`config.mk`:
```
export PLATFORM = sky130hd
export DESIGN_NAME = cfg_port_bridge
export DESIGN_NICKNAME = d
export VERILOG_FILES = /design/src/rtl/cfgb_pkg.sv /design/src/rtl/cfgb_decode.sv /design/src/rtl/cfgb_lane.sv /design/src/rtl/cfgb_fsm.sv /design/src/rtl/cfg_port_bridge.sv
export SDC_FILE = /design/constraint.sdc
export NUM_CORES = 1
export LEC_CHECK = 0
export BUFFER_PORTS_ARGS = -buffer_cell sky130_fd_sc_hd__buf_2
export CAP_MARGIN = 10
export CORE_ASPECT_RATIO = 0.7
export CORE_MARGIN = 1
export CORE_UTILIZATION = 54
export CTS_CLUSTER_DIAMETER = 60
export DETAILED_ROUTE_END_ITERATION = 7
export PLACE_DENSITY = 0.88
export SYNTH_ARGS = -nofsm -noshare
export SYNTH_HDL_FRONTEND = slang
export SYNTH_SLANG_ARGS = --single-unit
```
`constraint.sdc`:
```
create_clock -name clk -period 5.9 [get_ports clk]
set_input_delay 0.295 -clock clk [delete_from_list [all_inputs] [get_ports clk]]
set_output_delay 0.295 -clock clk [all_outputs]
set_load 0.03 [all_outputs]
```
`src/rtl/cfgb_pkg.sv`:
```
package cfgb_pkg;

    typedef enum logic [1:0] {
        ST_IDLE = 2'd0,
        ST_CFG  = 2'd1,
        ST_RESP = 2'd2
    } cfgb_state_t;

    typedef enum logic [1:0] {
        PC_OTHER = 2'd0,
        PC_ADDR  = 2'd1,
        PC_DATA  = 2'd2
    } port_cls_t;

    // size code to byte count: 0->1, 1->2, 2/3->4
    function automatic logic [2:0] size_bytes(input logic [1:0] code);
        unique case (code)
            2'd0:    return 3'd1;
            2'd1:    return 3'd2;
            default: return 3'd4;
        endcase
    endfunction

endpackage

```
`src/rtl/cfgb_decode.sv`:
```
module cfgb_decode
    import cfgb_pkg::*;
#(
    parameter int          PORT_W    = 16,
    parameter logic [15:0] ADDR_PORT = 16'h0CF8,
    parameter logic [15:0] DATA_BASE = 16'h0CFC
) (
    input  logic [PORT_W-1:0] port,
    output port_cls_t         cls,
    output logic [1:0]        lane
);
    localparam logic [PORT_W-1:0] ADDR_P = PORT_W'(ADDR_PORT);
    localparam logic [PORT_W-3:0] DATA_W = DATA_BASE[PORT_W-1:2];

    always_comb begin
        lane = port[1:0];
        if (port == ADDR_P)
            cls = PC_ADDR;
        else if (port[PORT_W-1:2] == DATA_W)
            cls = PC_DATA;
        else
            cls = PC_OTHER;
    end
endmodule

```
`src/rtl/cfgb_lane.sv`:
```
module cfgb_lane
    import cfgb_pkg::*;
#(
    parameter int DATA_W = 32
) (
    input  logic [1:0]        lane,
    input  logic [1:0]        size,
    input  logic [DATA_W-1:0] wdata_in,
    input  logic [DATA_W-1:0] rdata_in,
    output logic [DATA_W-1:0] wdata_out,
    output logic [DATA_W-1:0] wmask_out,
    output logic [DATA_W-1:0] rdata_out
);
    localparam int SH_W = $clog2(DATA_W) + 1;
    localparam logic [DATA_W-1:0] ONES = '1;

    logic [SH_W-1:0] shamt;
    logic [SH_W-1:0] drop;
    logic [2:0]      nbytes;

    always_comb begin
        nbytes    = size_bytes(size);
        shamt     = SH_W'({lane, 3'b000});
        drop      = SH_W'(DATA_W) - SH_W'({nbytes, 3'b000});
        wdata_out = wdata_in << shamt;
        wmask_out = (ONES >> drop) << shamt;
        rdata_out = rdata_in >> shamt;
    end
endmodule

```
`src/rtl/cfgb_fsm.sv`:
```
module cfgb_fsm
    import cfgb_pkg::*;
#(
    parameter int          DATA_W  = 32,
    parameter logic [31:0] RB_MASK = 32'h80FF_FFFC
) (
    input  logic              clk,
    input  logic              rst_n,
    input  logic              req,
    input  logic              wr,
    input  port_cls_t         cls,
    input  logic [1:0]        lane,
    input  logic [1:0]        size,
    input  logic [DATA_W-1:0] wdata,
    input  logic [DATA_W-1:0] rdata_shifted,
    input  logic              present,
    output logic [DATA_W-1:0] addr_q,
    output logic [1:0]        op_lane,
    output logic [1:0]        op_size,
    output logic [DATA_W-1:0] op_wdata,
    output logic              strobe_rd,
    output logic              strobe_wr,
    output logic              done,
    output logic              miss,
    output logic              nodev,
    output logic [DATA_W-1:0] resp_data
);
    localparam logic [DATA_W-1:0] ALL1 = '1;
    localparam int                EN_BIT = DATA_W - 1;

    cfgb_state_t state, state_nx;
    logic        op_wr;
    logic        miss_q, nodev_q;
    logic [DATA_W-1:0] rdata_q;

    // state register
    always_ff @(posedge clk) begin
        if (!rst_n) state <= ST_IDLE;
        else        state <= state_nx;
    end

    // transitions
    always_comb begin
        state_nx = state;
        unique case (state)
            ST_IDLE: if (req) begin
                if (cls == PC_DATA && addr_q[EN_BIT]) state_nx = ST_CFG;
                else                                   state_nx = ST_RESP;
            end
            ST_CFG:  state_nx = ST_RESP;
            ST_RESP: state_nx = ST_IDLE;
            default: state_nx = ST_IDLE;
        endcase
    end

    // datapath registers
    always_ff @(posedge clk) begin
        if (!rst_n) begin
            addr_q   <= '0;
            op_wr    <= 1'b0;
            op_lane  <= '0;
            op_size  <= '0;
            op_wdata <= '0;
            miss_q   <= 1'b0;
            nodev_q  <= 1'b0;
            rdata_q  <= '0;
        end else begin
            unique case (state)
                ST_IDLE: if (req) begin
                    op_wr    <= wr;
                    op_lane  <= lane;
                    op_size  <= size;
                    op_wdata <= wdata;
                    miss_q   <= 1'b0;
                    nodev_q  <= 1'b0;
                    rdata_q  <= '0;
                    unique case (cls)
                        PC_ADDR: begin
                            if (wr) addr_q  <= wdata;
                            else    rdata_q <= addr_q & DATA_W'(RB_MASK);
                        end
                        PC_DATA: begin
                            if (!addr_q[EN_BIT]) begin
                                nodev_q <= 1'b1;
                                rdata_q <= ALL1;
                            end
                        end
                        default: miss_q <= 1'b1;
                    endcase
                end
                ST_CFG: begin
                    nodev_q <= !present;
                    if (!present)   rdata_q <= ALL1;
                    else if (!op_wr) rdata_q <= rdata_shifted;
                    else            rdata_q <= '0;
                end
                default: ;
            endcase
        end
    end

    // outputs
    always_comb begin
        strobe_rd = 1'b0;
        strobe_wr = 1'b0;
        done      = 1'b0;
        miss      = 1'b0;
        nodev     = 1'b0;
        resp_data = '0;
        unique case (state)
            ST_CFG: begin
                strobe_rd = !op_wr;
                strobe_wr = op_wr;
            end
            ST_RESP: begin
                done      = 1'b1;
                miss      = miss_q;
                nodev     = nodev_q;
                resp_data = rdata_q;
            end
            default: ;
        endcase
    end
endmodule

```
`src/rtl/cfg_port_bridge.sv`:
```
module cfg_port_bridge
    import cfgb_pkg::*;
#(
    parameter int          PORT_W    = 16,
    parameter int          DATA_W    = 32,
    parameter int          BDF_W     = 16,
    parameter int          REG_W     = 6,
    parameter logic [15:0] ADDR_PORT = 16'h0CF8,
    parameter logic [15:0] DATA_BASE = 16'h0CFC
) (
    input  logic              clk,
    input  logic              rst_n,
    input  logic              io_req,
    input  logic              io_wr,
    input  logic [PORT_W-1:0] io_port,
    input  logic [1:0]        io_size,
    input  logic [DATA_W-1:0] io_wdata,
    output logic [DATA_W-1:0] io_rdata,
    output logic              io_done,
    output logic              io_miss,
    output logic              io_nodev,
    output logic              cfg_rd,
    output logic              cfg_wr,
    output logic [BDF_W-1:0]  cfg_bdf,
    output logic [REG_W-1:0]  cfg_reg,
    output logic [DATA_W-1:0] cfg_wdata,
    output logic [DATA_W-1:0] cfg_wmask,
    input  logic [DATA_W-1:0] cfg_rdata,
    input  logic              cfg_present
);
    localparam int REG_LO = 2;
    localparam int BDF_LO = REG_LO + REG_W;

    port_cls_t         cls;
    logic [1:0]        lane, op_lane, op_size;
    logic [DATA_W-1:0] addr_q, op_wdata, rd_sh;

    cfgb_decode #(
        .PORT_W(PORT_W), .ADDR_PORT(ADDR_PORT), .DATA_BASE(DATA_BASE)
    ) u_decode (
        .port(io_port), .cls(cls), .lane(lane)
    );

    cfgb_lane #(.DATA_W(DATA_W)) u_lane (
        .lane(op_lane), .size(op_size),
        .wdata_in(op_wdata), .rdata_in(cfg_rdata),
        .wdata_out(cfg_wdata), .wmask_out(cfg_wmask), .rdata_out(rd_sh)
    );

    cfgb_fsm #(.DATA_W(DATA_W)) u_fsm (
        .clk(clk), .rst_n(rst_n),
        .req(io_req), .wr(io_wr), .cls(cls), .lane(lane), .size(io_size),
        .wdata(io_wdata), .rdata_shifted(rd_sh), .present(cfg_present),
        .addr_q(addr_q), .op_lane(op_lane), .op_size(op_size), .op_wdata(op_wdata),
        .strobe_rd(cfg_rd), .strobe_wr(cfg_wr),
        .done(io_done), .miss(io_miss), .nodev(io_nodev), .resp_data(io_rdata)
    );

    assign cfg_bdf = addr_q[BDF_LO +: BDF_W];
    assign cfg_reg = addr_q[REG_LO +: REG_W];
endmodule

```
==> reports/summary.txt <==
number of flops mapped to enable cells by yosys: 0
routed length per placed instance: 16.60 um
fillers: 872
I/O Buffers: 209
f_max: 353.9 MHz
# rows: 30
post-placement cell area: 0.006272 sq mm
crit path launch type: flop
R2R depth: 6
slew margin rel.: 27.00%
Max VDD drop: 0.1811 mV
Max Slew Vio Count: 0
Overflow after GRT: 0
Mean Syn Cell Area: 8.346 sq um
Fin Clk Skew: 8.686 ps
nets: 889
Worst R2R End: u_fsm.rdata_q[12]
DRT iter0 DRCs: 431
Util after Layout: 66.25%
setup bufs post-CTS: 0
die height: 87.33 um
chip width: 123.9 um
vias in the first global route: 4330
Syn Inst Count: 673
antenna violations before repair: 0
clock buffer count from CTS: 9
synthesized cell area: 0.005617 sq mm
First-pass DRT Iterations: 5
worst min-delay path class: input pin to flop
Period Utilization, post-route: 47.89%
post-route cell area: 0.006565 sq mm
final setup vio count: 0
Critical Path RT: 5610 ps
Hold Fails Final Rpt: 0
hpwl dp: 11.44 mm
clk sink count: 96
max-cap violations: 0
CTS clock-pin slew for the worst setup and hold paths: 60 ps
first-pass GRT wire length: 23.34 mm
Synth Flop Type: dfxtp_1
core area: 0.009910 sq mm
Static Leak: 2.840 nW
DR vias/cell: 5.558
Crit. End Element: output pin
Initial Util: 56.68%
ys async rst share: 0%
Clock Path Buffers: 2
gr usage total: 28.46%
H-tree depth: 3
Worst setup endpoint: cfg_wmask[19]
worst-skew pair later-pin latency: 340 ps
post_cts resized: 0
Least-Margin Pin Slew: 1087 ps
CTS Hold Bufs: 0
CTS root buf: clkbuf_16
post-synthesis sequential area ratio: 34.22%
top-count cell post-synth: nand2_1
outcome: complete, no violations
TritonCTS clock tree: yes
cell area power density: 244.6 mW/mm^2
Synth Register Bits: 96
kind of critical path: flop to output pin
Die Area: 0.01082 sq mm
diode count: 0
top cells by count, synth: nand2_1 (98), dfxtp_1 (96), mux2i_1 (56)
Crit Reg-Reg Startpoint: u_fsm.state[0]
post-synth top area share: 34.22%
reg-to-reg setup timing slack: 3180 ps
Mapped Nets: 762
crit-path max FO: 72
final WL: 15.49 mm
I/O pin count: 210
layout cells sized above 1: 31.30%
Synth cell types: 40
synth-to-layout area growth: 16.89%
largest net degree at the start of global routing: 73
DR DRC count: 0
Yosys top cell by area: dfxtp_1
min cycle time layout: 2825 ps
worst path arrival time: 2530 ps
antenna-violating nets left: 0
Synthesis Warnings: 0
gpl congestion: 0.8416
vias post-DR: 5186
CP Launch Point: u_fsm.op_lane[0]
Setup TNS: 0 ps
RSZ-0062 raised after global routing: false
ranking of synthesized cells by area: dfxtp_1 (34%), mux2i_1 (10%), buf_4 (7.1%)
## cells by family (layout without fill, tap and decap cells)
logic type | count (synthesis) | in the layout | share of synthesized area, %
and+or+nand+nor | 241 | 241 | 23.10
AOI/OAI and AO/OA | 164 | 164 | 19.20
buffers and inverters | 104 | 236 | 11.09
DFF | 96 | 96 | 34.22
muxes | 65 | 65 | 11.78
adders and majority gates | 2 | 2 | 0.4455
xor gates and xnor gates | 1 | 1 | 0.1560
## sequential cells by signal, summed over array words and instances, names as in the netlist
register and cells:
u_fsm.miss_q 1, u_fsm.rdata_q 32, u_fsm.op_wdata 32, u_fsm.op_wr 1
u_fsm.op_lane 2, u_fsm.nodev_q 1, u_fsm.op_size 2, u_fsm.addr_q 23
u_fsm.state 2
## metal layers
| layer | track usage, % | vias to the layer above | wire length (um) |
|---|---|---|---|
| met2 | 40.96 | 233 | 6515 |
| met5 | 0 | - | 0 |
| met4 | 5.952 | 0 | 145 |
| li1 | - | 2527 | - |
| met3 | 5.563 | 15 | 1359 |
| met1 | 43.33 | 2411 | 7464 |
## layout by cell type, fill, tap and decap left out, types with 2 or more instances in the layout
cell         n
mux2i_1     56
nor3_4       2
dfxtp_2      2
dfxtp_1     94
or2_2        2
nand3b_1     8
o21a_1       8
a221oi_1    17
buf_2      209
mux2_2       9
nand4b_1     6
a21boi_1     8
nor3_1       3
ha_1         2
clkinv_4     3
clkbuf_16    9
nor2b_1     45
nand2b_1     5
nor2_1      19
buf_4        7
a21boi_0    37
nand2_1     98
o311ai_0     6
o21ai_0     49
and2_1      44
clkbuf_8     2
a21oi_1     27
a31oi_1      2
a211oi_1     8
inv_1        4
## cell type report
type,count,area [sq um],share of cell area (%)
multi-input combinational,473,3074,46.83
clock inverter,5,40.04,0.6099
inverter,4,15.01,0.2287
timing repair buffer,216,1099,16.73
clock buffer,11,252.7,3.850
tap,128,160.2,2.439
sequential,96,1924,29.31
## where the power goes
group | switching, mW | total (mW) | internal (mW)
clock | 0.250 | 0.561 | 0.312
combinational | 0.237 | 0.353 | 0.117
sequential | 0.0211 | 0.691 | 0.670
## worst min path at each step
| stage | from | end | slack (ps) | cells after the start |
|---|---|---|---|---|
| after floorplan | io_port[2] | u_fsm.state[1] | 400 | 1 |
| after global placement | u_fsm.op_wdata[31] | u_fsm.op_wdata[31] | 450 | 2 |
| after detailed placement | u_fsm.op_wdata[29] | u_fsm.op_wdata[29] | 460 | 2 |
| after CTS | io_wdata[27] | u_fsm.op_wdata[27] | 190 | 3 |
| after global routing | io_wdata[27] | u_fsm.op_wdata[27] | 190 | 3 |
| final | io_wdata[27] | u_fsm.op_wdata[27] | 200 | 3 |
## worst max-delay path: stages (launching register included)
cell	delay, ps
dfxtp_2	310
buf_4	680
mux2_2	410
o21ai_0	470
buf_2	310
## stage by stage
step | std cells | hold slack, ps | setup WS (ps) | total power [mW]
finish | 933 | 204.3 | 3075 | 1.606
global route | 933 | 193.7 | 2882 | 1.672
CTS | 933 | 194.8 | 3073 | 1.612
detailed placement | 917 | 457.6 | 3315 | 1.056
global placement | 917 | 449.4 | 3372 | 1.051
floorplan | 673 | 400.8 | 3039 | 0.9774
No activity file was read; power rests on OpenSTA's default activity.
